File: src/rtl/adc_reader_pkg.sv
`timescale 1ns/1ps
package adc_reader_pkg;

  typedef enum logic [2:0] {
    ST_IDLE,
    ST_CONV,
    ST_LEAD,
    ST_HIGH,
    ST_LOW,
    ST_GAP
  } rd_state_e;

endpackage

File: src/rtl/adc_reader_seq.sv
`timescale 1ns/1ps
module adc_reader_seq
  import adc_reader_pkg::*;
#(
  parameter int WIDTH    = 12,
  parameter int CONV_CYC = 280,
  parameter int LEAD_CYC = 3,
  parameter int SCK_HI   = 5,
  parameter int SCK_LO   = 5,
  parameter int PERIOD   = 400
) (
  input  logic clk,
  input  logic rst_n,
  input  logic start_ok,
  output logic conv,
  output logic sck,
  output logic cap,
  output logic cap_last
);

  localparam int PH_W  = $clog2(PERIOD + 1);
  localparam int BIT_W = $clog2(WIDTH + 1);
  localparam logic [PH_W-1:0]  CONV_END = PH_W'(CONV_CYC - 1);
  localparam logic [PH_W-1:0]  LEAD_END = PH_W'(LEAD_CYC - 1);
  localparam logic [PH_W-1:0]  HI_END   = PH_W'(SCK_HI - 1);
  localparam logic [PH_W-1:0]  LO_END   = PH_W'(SCK_LO - 1);
  localparam logic [PH_W-1:0]  PER_END  = PH_W'(PERIOD - 2);
  localparam logic [PH_W-1:0]  PER_MAX  = {PH_W{1'b1}};
  localparam logic [BIT_W-1:0] BIT_LAST = BIT_W'(WIDTH - 1);

  rd_state_e        state;
  logic [PH_W-1:0]  ph;
  logic [PH_W-1:0]  per;
  logic [BIT_W-1:0] nbit;

  always_ff @(posedge clk) begin
    if (!rst_n) begin
      state <= ST_IDLE;
      ph    <= '0;
      per   <= '0;
      nbit  <= '0;
      conv  <= 1'b0;
      sck   <= 1'b0;
    end else begin
      if (state != ST_IDLE && per != PER_MAX) per <= per + 1'b1;
      case (state)
        ST_IDLE: if (start_ok) begin
          state <= ST_CONV;
          conv  <= 1'b1;
          ph    <= '0;
          per   <= '0;
        end
        ST_CONV: if (ph == CONV_END) begin
          state <= ST_LEAD;
          conv  <= 1'b0;
          ph    <= '0;
        end else ph <= ph + 1'b1;
        ST_LEAD: if (ph == LEAD_END) begin
          state <= ST_HIGH;
          sck   <= 1'b1;
          ph    <= '0;
          nbit  <= BIT_W'(1);
        end else ph <= ph + 1'b1;
        ST_HIGH: if (ph == HI_END) begin
          state <= ST_LOW;
          sck   <= 1'b0;
          ph    <= '0;
        end else ph <= ph + 1'b1;
        ST_LOW: if (ph == LO_END) begin
          ph <= '0;
          if (nbit == BIT_LAST) state <= ST_GAP;
          else begin
            state <= ST_HIGH;
            sck   <= 1'b1;
            nbit  <= nbit + 1'b1;
          end
        end else ph <= ph + 1'b1;
        ST_GAP: if (per >= PER_END) state <= ST_IDLE;
        default: state <= ST_IDLE;
      endcase
    end
  end

  always_comb begin
    cap      = (state == ST_LEAD && ph == LEAD_END) ||
               (state == ST_LOW  && ph == LO_END);
    cap_last = (state == ST_LOW && ph == LO_END && nbit == BIT_LAST);
  end

endmodule

File: src/rtl/adc_reader_shift.sv
`timescale 1ns/1ps
module adc_reader_shift #(
  parameter int WIDTH = 12
) (
  input  logic             clk,
  input  logic             rst_n,
  input  logic             sdo,
  input  logic             cap,
  input  logic             cap_last,
  output logic [WIDTH-1:0] word,
  output logic             done
);

  always_ff @(posedge clk) begin
    if (!rst_n) begin
      word <= '0;
      done <= 1'b0;
    end else begin
      done <= cap_last;
      if (cap) word <= {word[WIDTH-2:0], sdo};
    end
  end

endmodule

File: src/rtl/adc_reader_slot.sv
`timescale 1ns/1ps
module adc_reader_slot #(
  parameter int WIDTH = 12
) (
  input  logic             clk,
  input  logic             rst_n,
  input  logic             load,
  input  logic [WIDTH-1:0] din,
  input  logic             ready,
  output logic             valid,
  output logic [WIDTH-1:0] data
);

  always_ff @(posedge clk) begin
    if (!rst_n) begin
      valid <= 1'b0;
      data  <= '0;
    end else if (load) begin
      valid <= 1'b1;
      data  <= din;
    end else if (valid && ready) begin
      valid <= 1'b0;
    end
  end

endmodule

File: src/rtl/adc_reader.sv
`timescale 1ns/1ps
module adc_reader #(
  parameter int WIDTH    = 12,
  parameter int CONV_CYC = 280,
  parameter int LEAD_CYC = 3,
  parameter int SCK_HI   = 5,
  parameter int SCK_LO   = 5,
  parameter int PERIOD   = 400
) (
  input  logic             clk,
  input  logic             rst_n,
  input  logic             run,
  output logic             adc_conv,
  output logic             adc_sck,
  input  logic             adc_sdo,
  output logic             o_valid,
  input  logic             o_ready,
  output logic [WIDTH-1:0] o_data
);

  logic             start_ok;
  logic             cap;
  logic             cap_last;
  logic             done;
  logic [WIDTH-1:0] word;

  assign start_ok = run && (!o_valid || o_ready);

  adc_reader_seq #(
    .WIDTH(WIDTH), .CONV_CYC(CONV_CYC), .LEAD_CYC(LEAD_CYC),
    .SCK_HI(SCK_HI), .SCK_LO(SCK_LO), .PERIOD(PERIOD)
  ) u_seq (
    .clk(clk), .rst_n(rst_n), .start_ok(start_ok),
    .conv(adc_conv), .sck(adc_sck), .cap(cap), .cap_last(cap_last)
  );

  adc_reader_shift #(.WIDTH(WIDTH)) u_shift (
    .clk(clk), .rst_n(rst_n), .sdo(adc_sdo), .cap(cap),
    .cap_last(cap_last), .word(word), .done(done)
  );

  adc_reader_slot #(.WIDTH(WIDTH)) u_slot (
    .clk(clk), .rst_n(rst_n), .load(done), .din(word),
    .ready(o_ready), .valid(o_valid), .data(o_data)
  );

endmodule

File: config.mk
export PLATFORM = sky130hd
export DESIGN_NAME = adc_reader
export DESIGN_NICKNAME = d
export VERILOG_FILES = /design/src/rtl/adc_reader_pkg.sv /design/src/rtl/adc_reader_seq.sv /design/src/rtl/adc_reader_shift.sv /design/src/rtl/adc_reader_slot.sv /design/src/rtl/adc_reader.sv
export SDC_FILE = /design/constraint.sdc
export NUM_CORES = 1
export LEC_CHECK = 0
export BUFFER_PORTS_ARGS = -buffer_cell sky130_fd_sc_hd__buf_2
export CAP_MARGIN = 30
export CORE_ASPECT_RATIO = 2
export CORE_MARGIN = 2
export CORE_UTILIZATION = 50
export DETAILED_ROUTE_END_ITERATION = 8
export HOLD_SLACK_MARGIN = 0.15
export PLACE_DENSITY = 0.66
export SLEW_MARGIN = 40
export SYNTH_ARGS = -nofsm -noshare
export SYNTH_HDL_FRONTEND = slang
export SYNTH_HIERARCHICAL = 1
export SYNTH_SLANG_ARGS = --single-unit
File: constraint.sdc
create_clock -name clk -period 3.7 [get_ports clk]
set_clock_uncertainty 0.05 [all_clocks]
set_input_delay 0.74 -clock clk [delete_from_list [all_inputs] [get_ports clk]]
set_output_delay 0.74 -clock clk [all_outputs]
set_load 0.02 [all_outputs]
* Word-level counts from Yosys, hierarchy flattened
Index checks and enable logic that the tools add are counted.
Cells by class: add/sub/neg operators 3, $lt $le $gt $ge 1, eq/ne operators 17, mux-type cells 30, reductions and logical operators 22
Operators with widths (count):
- $mux 9 | 7
- $pmux 9 s4 | 1
- $mux 3 | 7
- $add 9x1->9 const B | 2
- $pmux 3 s6 | 1
- $mux 4 | 3
- $ne 2x1->1 const B | 5
- $eq 9x2->1 const B | 1
- $eq 9x3->1 const B | 1
- $eq 9x9->1 const B | 1
- $ge 9x9->1 const B | 1
- $ne 9x9->1 const B | 1
- $mux 1 | 8
- $pmux 4 s2 | 1
- $eq 3x2->1 const B | 2
- $eq 3x3->1 const B | 2
- $logic_and 1x1->1 | 6
- $reduce_and 6->1 | 1
- $reduce_bool 2->1 | 3
- $reduce_bool 3->1 | 2
- $reduce_and 5->1 | 1
- $add 4x1->4 const B | 1
- $eq 4x4->1 const B | 1
- $ne 2x2->1 const B | 2
- other kinds (11) | 12
Word-level totals: register bits 53, bits of input ports 5, output and inout port bits 15, logic and storage cells 83

* Logic depth before layout (Yosys ltp)
depth after elaboration 5, depth in mapped cells 7, depth with buffers taken out 7

* Cells and area by module
The synthesis kept the hierarchy.
By module, submodules not included:
- adc_reader_seq | instances 1, cells each 182, area an instance 1532.7 µm², sequential area each 540.5 µm²
- adc_reader_slot | instances 1, cells each 42, area an instance 504.2 µm², sequential area each 260.2 µm²
- adc_reader_shift | instances 1, cells each 40, area an instance 476.7 µm², sequential area each 260.2 µm²
- adc_reader | instances 1, cells each 2, area an instance 11.3 µm², sequential area each 0.0 µm²

* Least setup slack after synthesis
OpenSTA, ideal clock, no wires.
kind register -> register, from register u_seq.ph[6], to register u_shift.word[0], setup time 0.116 ns, arrival 2.077 ns, data required time 3.534 ns, setup slack 1.457 ns, cell stages (with the launch flop) 8, path buffers 2, period minus slack after synthesis 2.243 ns, cells stage by stage dfxtp_1 -> or4_4 -> or2_0 -> buf_2 -> a211oi_1 -> buf_6 -> mux2i_1 -> nor2b_1
Between the ends: word-level cells in the longest chain between the ends 3, elaborated cells on any way between the ends 5, classes of those cells eq/ne: 2; reduce/logical: 3
RTL lines:
- from (decl) | line adc_reader_seq.sv:32 | logic [PH_W-1:0] ph;
- from (signal assigned) | line adc_reader_seq.sv:57 | end else ph <= ph + 1'b1;
- from (signal assigned) | line adc_reader_seq.sv:63 | end else ph <= ph + 1'b1;
- from (signal assigned) | line adc_reader_seq.sv:68 | end else ph <= ph + 1'b1;
- $eq 9x2->1 or $eq 9x3->1 (tied branches) | line adc_reader_seq.sv:85, adc_reader_seq.sv:86
- $logic_and 1x1->1, on equally long branches | line adc_reader_seq.sv:85, adc_reader_seq.sv:86
- $logic_or 1x1->1 (*) | line adc_reader_seq.sv:85 | cap = (state == ST_LEAD && ph == LEAD_END) ||
- named net cap | line adc_reader.sv:22 | logic cap;
- to (signal assigned) | line adc_reader_shift.sv:20 | if (cap) word <= {word[WIDTH-2:0], sdo};
- to (decl) | line adc_reader_shift.sv:10 | output logic [WIDTH-1:0] word,
Mark *: on every way through the listed nets, which the timed path passes. The rest lies on a longest branch. A chain may end at the register's enable or synchronous reset.

* Final worst setup path
from register u_seq.state[0], to register u_seq.ph[1]
Between the ends: word-level cells in the longest chain between the ends 4, elaborated cells on any way between the ends 10, classes of those cells eq/ne: 5; mux: 1; reduce/logical: 4
RTL lines:
- from (decl) | line adc_reader_seq.sv:31 | rd_state_e state;
- from (signal assigned) | line adc_reader_seq.sv:38 | state <= ST_IDLE;
- from (signal assigned) | line adc_reader_seq.sv:48 | state <= ST_CONV;
- from (signal assigned) | line adc_reader_seq.sv:54 | state <= ST_LEAD;
- $eq 3x2->1 or $eq 3x3->1 (tied branches) | line adc_reader_seq.sv:46 | case (state)
- $reduce_or 2->1 (no source line)
- $reduce_bool 4->1 (no source line)
- $reduce_and 2->1 (no source line)
Several ways; a longest one is shown, not always the timed one.

==> impl_metrics.tcl <==
set metrics [dict create \
    drc 0 \
    sw_frac_of_total_pct 32.07 \
    cp_max_fo 19 \
    synth_top_area_cell "dfxtp_1" \
    drt-total-wl_mm 4.578 \
    crit_type "flip-flop to flip-flop" \
    slew_headroom_pct 47.88 \
    holdCritStartpoint "u_seq/nbit[3]" \
    status "finished clean" \
    clk_latency_ps 310 \
    worstHoldPathType "flip-flop to flip-flop" \
    setup_violations 0 \
    antenna_found_initial 0 \
    die_w_um 54.25 \
    drv_cap 0 \
    synth_edf_count 0 \
    path_clk_slew_ps 90 \
    startpoint_type "flip-flop" \
    power.density_nw_per_um2 475.2 \
    grt_pass1_wl_mm 7.859 \
    grt_pass1_vias 1835 \
    synth_cells 266 \
    finalNetCount 292 \
    rr_worst_depth 5 \
    p_leak_uw 0.001005 \
    reg2reg_to "u_seq/ph[1]" \
    ir_worst_vdd_mv 0.3483 \
    cts_buffers 5 \
    die_h_um 104.5 \
    p_total_uw 1292 \
    htree_levels 2 \
    drt-pass1-iter-count 4 \
    grt_max_degree 38 \
    cp.required_ps 3840 \
    n_fill_cell 475 \
    ctsResizeCount 0 \
    antenna_left 0 \
    synthTopCellsByArea "dfxtp_1, mux2i_1, nor2b_1" \
    min_delay_path_depth 2 \
    syn_nets 278 \
    gr-total-overflow 0 \
    pwr-share-seq_pct 51.1 \
    synth.ff_latch_count 53 \
    cts_setup_buffers 0 \
    rsz0062_at_grt "false" \
    r2r_start "u_seq/state[0]" \
    yosys_warnings 6 \
    place_hpwl_mm 3.345 \
    ys_async_sr_fraction_pct 0 \
    p_int_uw 877.6 \
    ys_types 50 \
    p_clk_share_pct 26.5 \
    slew_viol_final 0 \
    fin_crit_sh_pct 61.70 \
    port-buffer-count 19 \
    synthesis.area_um2 2525 \
    whs_endpoint "u_seq/nbit[3]" \
    antenna_cells 0 \
    cts-root-buf "clkbuf_8" \
    drt_iter0_drc 15 \
    cts_tree "yes" \
    setup_tns_ps 0 \
    tightest_slew_ps 781.8 \
    ios 20 \
    drt-wirelength-per-cell_um 13.54 \
    rows 36 \
    syn_avg_cell_area_um2 9.492 \
    synth_top_cell_area_share_pct 42.02 \
    grt_usage_pct 18.45 \
    layout.cells.non_filler 338 \
    finalHoldViolations 0 \
    fin_crit_ps 2283 \
    fmaxAchievable_mhz 438.1 \
    dp.cells 330 \
    end_kind "flip-flop" \
    yosysSeqAreaShare_pct 42.02 \
    synth_ff_type "dfxtp_1" \
    gp_congestion 0.7862 \
    combPwrFrac_pct 22.4 \
    core_um2 4865 \
    cts_max_path_buffers 2 \
    vias 1842 \
    critical_path_arrival_ps 2420 \
    die_area_um2 5669 \
    start_util_pct 51.90 \
    syn_to_final_growth_pct 7.681 \
    postCtsHoldBufs 0 \
    drive_above_1_share_pct 12.10 \
    regToRegSetupSlack_ps 1420 \
    numClockSinks 53 \
    power_switching_uw 414.3 \
    viasPerCell 5.450 \
]
-- routing by layer --
metal | GRT usage, % | routed length [µm] | vias up
met5 | 0 | 0 | -
met4 | 9.464 | 148 | 0
met3 | 4.454 | 90 | 10
met2 | 32.19 | 2488 | 20
met1 | 18.87 | 1851 | 863
li1 | - | - | 949
-- power by group through the flow --
stage,Sequential (µW),Combinational (µW),Clock [µW]
final,660,290,342
after global routing,669,331,380
after floorplan,644,259,0
after detailed placement,674,296,0
after global placement,673,292,0
after CTS,660,296,356
-- logic make-up after synthesis --
logic type | after synthesis | share of synthesized area, %
AOI/OAI and AO/OA | 36 | 9.812
xor gates and xnor gates | 15 | 5.203
adders and majority gates | 7 | 3.469
buffers and inverters | 18 | 3.964
DFF | 53 | 42.02
muxes | 29 | 11.50
and+or+nand+nor | 108 | 24.03
-- through the flow --
step	hold slack, ps	instance area [µm²]	setup WS (ps)	utilization [%]
after floorplan	403.9	2525	1457	-
after global placement	417.6	2623	1225	53.91
final	443.3	2719	1417	55.89
after global routing	459.7	2719	1183	55.89
after detailed placement	428.1	2623	1201	53.91
after CTS	441.4	2719	1390	55.89
-- registers in the layout, summed over array words and instances, names as in the netlist --
| signal | cells |
|---|---|
| u_seq/conv | 1 |
| u_seq/nbit | 4 |
| u_seq/per | 9 |
| u_seq/ph | 9 |
| u_seq/sck | 1 |
| u_seq/state | 3 |
| u_shift/done | 1 |
| u_shift/word | 12 |
| u_slot/data | 12 |
| u_slot/valid | 1 |
-- layout make-up --
type | instances | area [µm²] | share of cell area, %
Clock buffer | 6 | 82.58 | 3.037
Multi-Input combinational cell | 195 | 1369 | 50.34
Clock inverter | 2 | 13.76 | 0.5062
Sequential cell | 53 | 1061 | 39.02
Inverter | 5 | 18.77 | 0.6903
Tap cell | 57 | 71.32 | 2.623
Timing Repair Buffer | 20 | 102.6 | 3.774
-- placed cells by master, fill, tap and decap left out, types with 2 or more instances in the layout --
cell,count
a21boi_0,2
a21o_1,2
a21oi_1,6
and2_1,3
and4_1,4
buf_2,19
clkbuf_8,6
dfxtp_1,53
ha_1,7
inv_1,5
mux2i_1,29
nand2_1,18
nand3_1,5
nand4_1,7
nor2_1,25
nor2b_1,27
nor3_1,3
nor3b_1,2
o211ai_1,3
o21a_1,5
o21ai_0,5
o31ai_1,2
or3_1,2
xnor2_1,4
xor2_1,11
-- critical path, stage by stage, from the launching register on --
cell	delay [ps]
dfxtp_1	510
nor3_1	650
nand2_1	160
nand2_1	360
o21bai_1	330
nor2_1	100
-- worst max path at each step --
stage          slack (ps)               to           start  cells past startpoint
5_1_grt              1180      u_seq/ph[1]  u_seq/state[0]                      5
6_report             1420      u_seq/ph[1]  u_seq/state[0]                      5
2_1_floorplan        1460  u_shift/word[0]     u_seq/ph[6]                      7
3_5_place_dp         1200      u_seq/ph[5]         o_ready                      8
3_3_place_gp         1220      u_seq/ph[8]         o_ready                      8
4_1_cts              1390      u_seq/ph[1]  u_seq/state[0]                      5
-- cell usage after synthesis, types with 2 or more instances --
cell type,instances
a211oi_1,2
ha_1,7
a21boi_0,2
nor2b_1,27
mux2i_1,29
dfxtp_1,53
o21a_1,5
and4_1,4
buf_6,2
nand2_1,18
and2_1,3
nand4_1,7
o31ai_1,2
or3_1,2
a21o_1,2
xor2_1,11
clkbuf_1,8
nor3b_1,2
inv_1,5
nor3_1,3
nor2_1,25
xnor2_1,4
o211ai_1,3
nand3_1,5
a21oi_1,6
o21ai_0,5
Note: power is estimated with default switching activity, not from simulation.
